**src/rtl/sram_bridge_pkg.sv**
```systemverilog
package sram_bridge_pkg;

    localparam int WORD_W = 32;
    localparam int HALF_W = 16;
    localparam int BYTE_W = 8;
    localparam int BE_W   = WORD_W / BYTE_W;
    localparam int WS_W   = 3;

    typedef enum logic [2:0] {
        ST_IDLE,
        ST_READ,
        ST_WSETUP,
        ST_WSTROBE,
        ST_WHOLD
    } bridge_state_t;

    // request fields held for the whole access
    typedef struct packed {
        logic              wide;
        logic [WS_W-1:0]   ws;
        logic [BE_W-1:0]   be;
        logic [HALF_W-1:0] wlow;
    } req_ctl_t;

    // low address bits for read phase ph
    function automatic logic [1:0] rd_lane(input logic wide, input logic [1:0] ph);
        return wide ? {ph[0], 1'b0} : ph;
    endfunction

    // true on the final read phase
    function automatic logic rd_last(input logic wide, input logic [1:0] ph);
        return wide ? ph[0] : (ph == 2'd3);
    endfunction

endpackage

```
**src/rtl/sram_bridge_wsctr.sv**
```systemverilog
module sram_bridge_wsctr #(
    parameter int W = 3
) (
    input  logic         clk,
    input  logic         rst,
    input  logic         load,
    input  logic [W-1:0] val,
    output logic         zero
);

    logic [W-1:0] ctr_q;

    always_ff @(posedge clk) begin
        if (rst)
            ctr_q <= '0;
        else if (load)
            ctr_q <= val;
        else if (ctr_q != '0)
            ctr_q <= ctr_q - 1'b1;
    end

    assign zero = (ctr_q == '0);

    // a loaded value appears next cycle
    p_ws_load_r4: assert property (@(posedge clk) disable iff (rst)
        load |=> (ctr_q == $past(val)));

    // without load, a nonzero count steps down by one
    p_ws_step_r4: assert property (@(posedge clk) disable iff (rst)
        (!load && !zero) |=> (ctr_q == $past(ctr_q) - 1'b1));

endmodule

```
**src/rtl/sram_bridge_rdpack.sv**
```systemverilog
module sram_bridge_rdpack
    import sram_bridge_pkg::*;
(
    input  logic              clk,
    input  logic              rst,
    input  logic              cap,
    input  logic              wide,
    input  logic [1:0]        slot,
    input  logic [HALF_W-1:0] din,
    output logic [WORD_W-1:0] word
);

    localparam int NLANE  = WORD_W / BYTE_W;
    localparam int HLANES = HALF_W / BYTE_W;

    logic [WORD_W-1:BYTE_W] hold;

    // one holding byte for every lane except the last, which is never stored
    for (genvar g = 0; g < NLANE - 1; g++) begin : g_lane
        logic [BYTE_W-1:0] q;
        logic [BYTE_W-1:0] src;
        logic              ld;

        if (g < HLANES) begin : g_wide_ok
            always_comb begin
                src = wide ? din[HALF_W-1-g*BYTE_W -: BYTE_W] : din[BYTE_W-1:0];
                ld  = cap && (wide ? (slot == 2'd0) : (slot == 2'(g)));
            end
        end else begin : g_narrow_only
            always_comb begin
                src = din[BYTE_W-1:0];
                ld  = cap && !wide && (slot == 2'(g));
            end
        end

        always_ff @(posedge clk) begin
            if (rst)
                q <= '0;
            else if (ld)
                q <= src;
        end

        assign hold[WORD_W-1-g*BYTE_W -: BYTE_W] = q;
    end

    // final piece comes straight from the pins
    assign word = wide ? {hold[WORD_W-1:HALF_W], din}
                       : {hold[WORD_W-1:BYTE_W], din[BYTE_W-1:0]};

    // the last byte slot is never captured
    p_cap_slot_r3: assert property (@(posedge clk) disable iff (rst)
        (cap && !wide) |-> (slot != 2'd3));

    // in 16-bit mode only the first halfword is captured
    p_cap_wide_r2: assert property (@(posedge clk) disable iff (rst)
        (cap && wide) |-> (slot == 2'd0));

endmodule

```
**src/rtl/sram_bridge.sv**
```systemverilog
module sram_bridge
    import sram_bridge_pkg::*;
#(
    parameter int ADDR_W = 17,
    localparam int WA_W  = ADDR_W - 2
) (
    input  logic              clk,
    input  logic              rst,
    input  logic              req_valid,
    input  logic              req_write,
    input  logic              wide_mode,
    input  logic [WA_W-1:0]   req_word_addr,
    input  logic [BE_W-1:0]   req_be,
    input  logic [WORD_W-1:0] req_wdata,
    input  logic [WS_W-1:0]   req_ws,
    output logic              ack,
    output logic [WORD_W-1:0] rdata,
    output logic [ADDR_W-1:0] mem_addr,
    output logic [HALF_W-1:0] mem_dout,
    output logic              mem_dout_en,
    output logic [1:0]        mem_we_n,
    output logic              mem_oe_n,
    input  logic [HALF_W-1:0] mem_din
);

    bridge_state_t   st;
    req_ctl_t        ctl;
    logic [1:0]      ph;
    logic [1:0]      ph_nx;
    logic            ws_load;
    logic [WS_W-1:0] ws_val;
    logic            ws_zero;
    logic            rd_end;
    logic            rd_fin;
    logic            cap;

    always_comb begin
        ph_nx   = ph + 2'd1;
        rd_fin  = rd_last(ctl.wide, ph);
        rd_end  = (st == ST_READ) && ws_zero;
        cap     = rd_end && !rd_fin;
        ws_load = ((st == ST_IDLE) && req_valid && !req_write)
                || cap
                || (st == ST_WSETUP);
        ws_val  = (st == ST_IDLE) ? req_ws : ctl.ws;
        ack     = (rd_end && rd_fin) || ((st == ST_WHOLD) && ph[0]);
    end

    sram_bridge_wsctr #(.W(WS_W)) u_wsctr (
        .clk  (clk),
        .rst  (rst),
        .load (ws_load),
        .val  (ws_val),
        .zero (ws_zero)
    );

    sram_bridge_rdpack u_rdpack (
        .clk  (clk),
        .rst  (rst),
        .cap  (cap),
        .wide (ctl.wide),
        .slot (ph),
        .din  (mem_din),
        .word (rdata)
    );

    always_ff @(posedge clk) begin
        if (rst) begin
            st          <= ST_IDLE;
            ctl         <= '0;
            ph          <= '0;
            mem_addr    <= '0;
            mem_dout    <= '0;
            mem_dout_en <= 1'b0;
            mem_we_n    <= 2'b11;
            mem_oe_n    <= 1'b1;
        end else begin
            case (st)
                ST_IDLE: begin
                    if (req_valid) begin
                        ctl      <= '{wide: wide_mode, ws: req_ws, be: req_be,
                                      wlow: req_wdata[HALF_W-1:0]};
                        ph       <= '0;
                        mem_addr <= {req_word_addr, 2'b00};
                        if (req_write) begin
                            st          <= ST_WSETUP;
                            mem_dout    <= req_wdata[WORD_W-1:HALF_W];
                            mem_dout_en <= 1'b1;
                        end else begin
                            st       <= ST_READ;
                            mem_oe_n <= 1'b0;
                        end
                    end
                end
                ST_READ: begin
                    if (ws_zero) begin
                        if (rd_fin) begin
                            st       <= ST_IDLE;
                            mem_oe_n <= 1'b1;
                        end else begin
                            ph            <= ph_nx;
                            mem_addr[1:0] <= rd_lane(ctl.wide, ph_nx);
                        end
                    end
                end
                ST_WSETUP: begin
                    st       <= ST_WSTROBE;
                    mem_we_n <= ph[0] ? ~ctl.be[1:0] : ~ctl.be[3:2];
                end
                ST_WSTROBE: begin
                    if (ws_zero) begin
                        st       <= ST_WHOLD;
                        mem_we_n <= 2'b11;
                    end
                end
                ST_WHOLD: begin
                    if (ph[0]) begin
                        st          <= ST_IDLE;
                        ph          <= '0;
                        mem_dout_en <= 1'b0;
                    end else begin
                        st            <= ST_WSETUP;
                        ph            <= 2'd1;
                        mem_addr[1:0] <= 2'b10;
                        mem_dout      <= ctl.wlow;
                    end
                end
                default: st <= ST_IDLE;
            endcase
        end
    end

    // output enable and write drive never overlap
    p_oe_vs_drive_r7: assert property (@(posedge clk) disable iff (rst)
        mem_dout_en |-> mem_oe_n);

    // a write strobe only while write data is driven
    p_strobe_driven_r8: assert property (@(posedge clk) disable iff (rst)
        (mem_we_n != 2'b11) |-> mem_dout_en);

    // data and address held through strobe and hold phases
    p_dout_stable_r8: assert property (@(posedge clk) disable iff (rst)
        ((st == ST_WSTROBE) || (st == ST_WHOLD)) |-> ($stable(mem_dout) && $stable(mem_addr)));

    // upper address bits fixed during an access
    p_addr_stable_r9: assert property (@(posedge clk) disable iff (rst)
        ((st != ST_IDLE) && ($past(st) != ST_IDLE)) |-> $stable(mem_addr[ADDR_W-1:2]));

    // acknowledge is a single-cycle pulse
    p_ack_pulse_r11: assert property (@(posedge clk) disable iff (rst)
        ack |=> !ack);

    // strobes are released in the hold phase
    p_hold_release_r6: assert property (@(posedge clk) disable iff (rst)
        (st == ST_WHOLD) |-> (mem_we_n == 2'b11));

endmodule

```
**config.mk**
```make
export PLATFORM = sky130hd
export DESIGN_NAME = sram_bridge
export DESIGN_NICKNAME = d
export VERILOG_FILES = /design/src/rtl/sram_bridge_pkg.sv /design/src/rtl/sram_bridge_wsctr.sv /design/src/rtl/sram_bridge_rdpack.sv /design/src/rtl/sram_bridge.sv
export SDC_FILE = /design/constraint.sdc
export NUM_CORES = 1
export LEC_CHECK = 0
export ABC_AREA = 1
export BUFFER_PORTS_ARGS = -buffer_cell sky130_fd_sc_hd__buf_2
export CORE_ASPECT_RATIO = 1.25
export CORE_UTILIZATION = 50
export DETAILED_ROUTE_END_ITERATION = 12
export GPL_ROUTABILITY_DRIVEN = 0
export PLACE_DENSITY = 0.79
export SLEW_MARGIN = 20
export SYNTH_ARGS = -nofsm -noshare
export SYNTH_HDL_FRONTEND = slang
export SYNTH_SLANG_ARGS = --single-unit
```
**constraint.sdc**
```tcl
create_clock -name clk -period 2.4 [get_ports clk]
set_clock_uncertainty 0.15 [all_clocks]
set_input_delay 0.12 -clock clk [delete_from_list [all_inputs] [get_ports clk]]
set_output_delay 0.12 -clock clk [all_outputs]
set_load 0.005 [all_outputs]
```
==> reports/results.txt <==
Synthesized Nets: 713
reg2reg start: u_wsctr.ctr_q[0]
die boundary height: 106.6 um
die area: 0.009139 mm2
starting density of the core: 52.26%
Synth area leaders: dfxtp_1 (43%), nand2_1 (13%), nor2_1 (8.9%)
RSZ-0062 raised after global routing: false
cts bufs inserted: 9
Post-synth EDFFs: 0
sequential share of the synthesized area: 42.51%
Detail Route Antenna Nets: 0
count of nets after finishing: 900
post-synth top area cell: dfxtp_1
Clock transition at path regs: 80 ps
CTS tree: built
flops & latches, synth: 93
initial antenna violation count: 0
Critical Path Start Type: flip-flop
part of the power in registers: 38.4%
HP Start: mem_din[9]
ant diodes: 0
Internal Dissipation: 3.394 mW
Final Hold Viols: 0
PD cells: 935.1 mW/mm2
worst-margin pin slew: 1004 ps
Req. time, crit path: 2490 ps
port bufs: 144
Comb pwr share: 40.8%
WS Path Type: flip-flop to flip-flop
worst r2r dst: u_rdpack.g_lane[1].q[6]
DIE WIDTH: 85.71 um
hold endpoint: u_rdpack.g_lane[0].q[1]
Hold Crit Class: input port to flip-flop
detailed placement HPWL: 7.512 mm
H-tree level count: 3
drt wl/cell: 12.76 um
TNS Setup: 0 ps
total grt overflow: 0
postcts setup bufs: 0
Worst Hold Depth: 5
P&R area growth vs syn: 34.71%
Clock power frac: 20.8%
LEAKAGE: 3.001 nW
Max VDD drop: 0.5213 mV
Synth top area share: 42.51%
Boundary Pins: 145
layout cell share with drive strength beyond 1: 23.57%
DR DRC count: 0
r2r worst-path depth: 9
vias per cell: 4.972
vias: 4674
Final setup viols: 0
mapped cell area: 0.004379 mm2
asr flop ratio synth: 0%
all-layer global routing usage: 27.38%
min Tclk post-route: 2169 ps
vias in the first global route: 4539
Cells after Synth: 631
placement row count: 37
NetSw: 2.122 mW
largest net degree at the start of global routing: 68
final WL: 11.99 mm
# clock sinks: 93
cell with the most instances after synthesis: nand2_1
switch share: 38.47%
final worst path period share: 90.37%
fin. max-slew vios: 0
CP Capture Type: flip-flop
ys flop type: dfxtp_1
Core ar.: 0.008379 mm2
fillers: 671
Clk Latency, worst-skew pair: 360 ps
CP Max Fanout: 17
First-pass DRT Iterations: 5
synth cell count leaders: nand2_1 (146), nor2_1 (104), dfxtp_1 (93)
Arrival @ worst endpoint: 2260 ps
Max Fclk: 0.4611 GHz
initial drt markers: 276
Power Total: 5.517 mW
Max Cap Viol: 0
Clock Tree Buf Depth: 2
Avg Synthesized Cell Area: 6.940 um2
clk root buf: clkbuf_8
first-pass GRT wire length: 19.87 mm
Rel. slew slack: 33.09%
Synth cell types: 30
status: complete, no violations
synthesis warning total: 0
Reg2Reg Setup Slack: 230 ps
-- how the worst max path moves through the flow --
stage                           from  slack, ps  depth (start not counted)                       to
global route        u_wsctr.ctr_q[0]         50                          9  u_rdpack.g_lane[1].q[1]
detailed placement  u_wsctr.ctr_q[0]        290                          9  u_rdpack.g_lane[2].q[0]
CTS                 u_wsctr.ctr_q[0]        260                          9  u_rdpack.g_lane[2].q[0]
finish              u_wsctr.ctr_q[0]        230                          9  u_rdpack.g_lane[1].q[6]
global placement    u_wsctr.ctr_q[0]        480                          9  u_rdpack.g_lane[2].q[3]
floorplan           u_wsctr.ctr_q[0]        680                         10  u_rdpack.g_lane[0].q[1]
-- critical path: stages, from the launching register on --
cell,delay (ps)
dfxtp_1,330
inv_1,60
ha_1,150
ha_1,300
nand4_1,170
nor2_2,300
buf_4,270
nand2_2,140
nand2_1,110
a21oi_1,80
-- per-layer routing --
| layer | share of wire (%) | up-vias | global-route usage [%] |
|---|---|---|---|
| li1 | - | 2331 | - |
| met1 | 40 | 2099 | 29.28 |
| met2 | 50 | 199 | 49.09 |
| met3 | 4.9 | 45 | 5.774 |
| met4 | 4.7 | 0 | 16.31 |
| met5 | 0 | - | 0 |
-- logic make-up (layout without fill, tap and decap cells) --
| group | count (synthesis) | in the layout | synth area share, % |
|---|---|---|---|
| adders and majority gates | 7 | 7 | 2.000 |
| and+or+nand+nor | 297 | 297 | 28.26 |
| DFF | 93 | 93 | 42.51 |
| xor gates and xnor gates | 1 | 1 | 0.2000 |
| buffers and inverters | 113 | 305 | 12.69 |
| AOI/OAI and AO/OA | 120 | 120 | 14.34 |
-- timing repair --
item | 4_1_cts | 5_1_grt
gates resized for setup | 0 | 1
hold buffers | 65 | 0
endpoints found under the setup margin | 0 | 1
endpoints found under the hold margin | 74 | 0
-- sequential cells by signal, summed over array words and instances, names as in the netlist --
register	flops
u_rdpack.g_lane.q	24
ph	2
ctl	24
mem_dout_en	1
mem_oe_n	1
mem_dout	16
u_wsctr.ctr_q	3
mem_addr	17
mem_we_n	2
st	3
-- power groups by stage --
stage	logic [mW]	clock network [mW]	registers, mW
4_1_cts	2.22	1.18	2.11
5_1_grt	2.58	1.24	2.15
6_report	2.25	1.15	2.12
3_5_place_dp	2.13	0	2.14
2_1_floorplan	1.58	0	2.14
3_3_place_gp	2.06	0	2.13
-- per-stage QoR --
| step | setup WS, ps | util, % | hold WS [ps] | cells | area, um2 |
|---|---|---|---|---|---|
| final | 231.2 | 70.40 | 34.17 | 940 | 5899 |
| after global placement | 477.5 | 59.88 | 193.9 | 859 | 5017 |
| after floorplan | 678.9 | - | 104.9 | 631 | 4379 |
| after detailed placement | 287.4 | 59.88 | 202.5 | 859 | 5017 |
| after global routing | 52.46 | 70.40 | 40.45 | 940 | 5899 |
| after CTS | 260.4 | 70.32 | 15.01 | 940 | 5892 |
-- cell type report --
type | count | area (um2) | area share [%]
timing repair buffer | 216 | 1424 | 24.14
inverter | 73 | 274.0 | 4.645
sequential | 93 | 1862 | 31.56
tap | 117 | 146.4 | 2.481
clock inverter | 6 | 86.33 | 1.463
multi-input combinational | 425 | 1969 | 33.38
clock buffer | 10 | 137.6 | 2.333
-- cell usage in the layout (no fill, tap or decap), drive strengths merged, types with 3 or more instances in the layout --
cell type,count
nand4,3
ha,7
nand3,27
dfxtp,93
a21oi,43
dlygate4sd3,65
clkbuf,10
inv,73
nor2,111
o21ai,73
buf,151
nand2,153
clkinv,3
No activity file was read; power rests on OpenSTA's default activity.
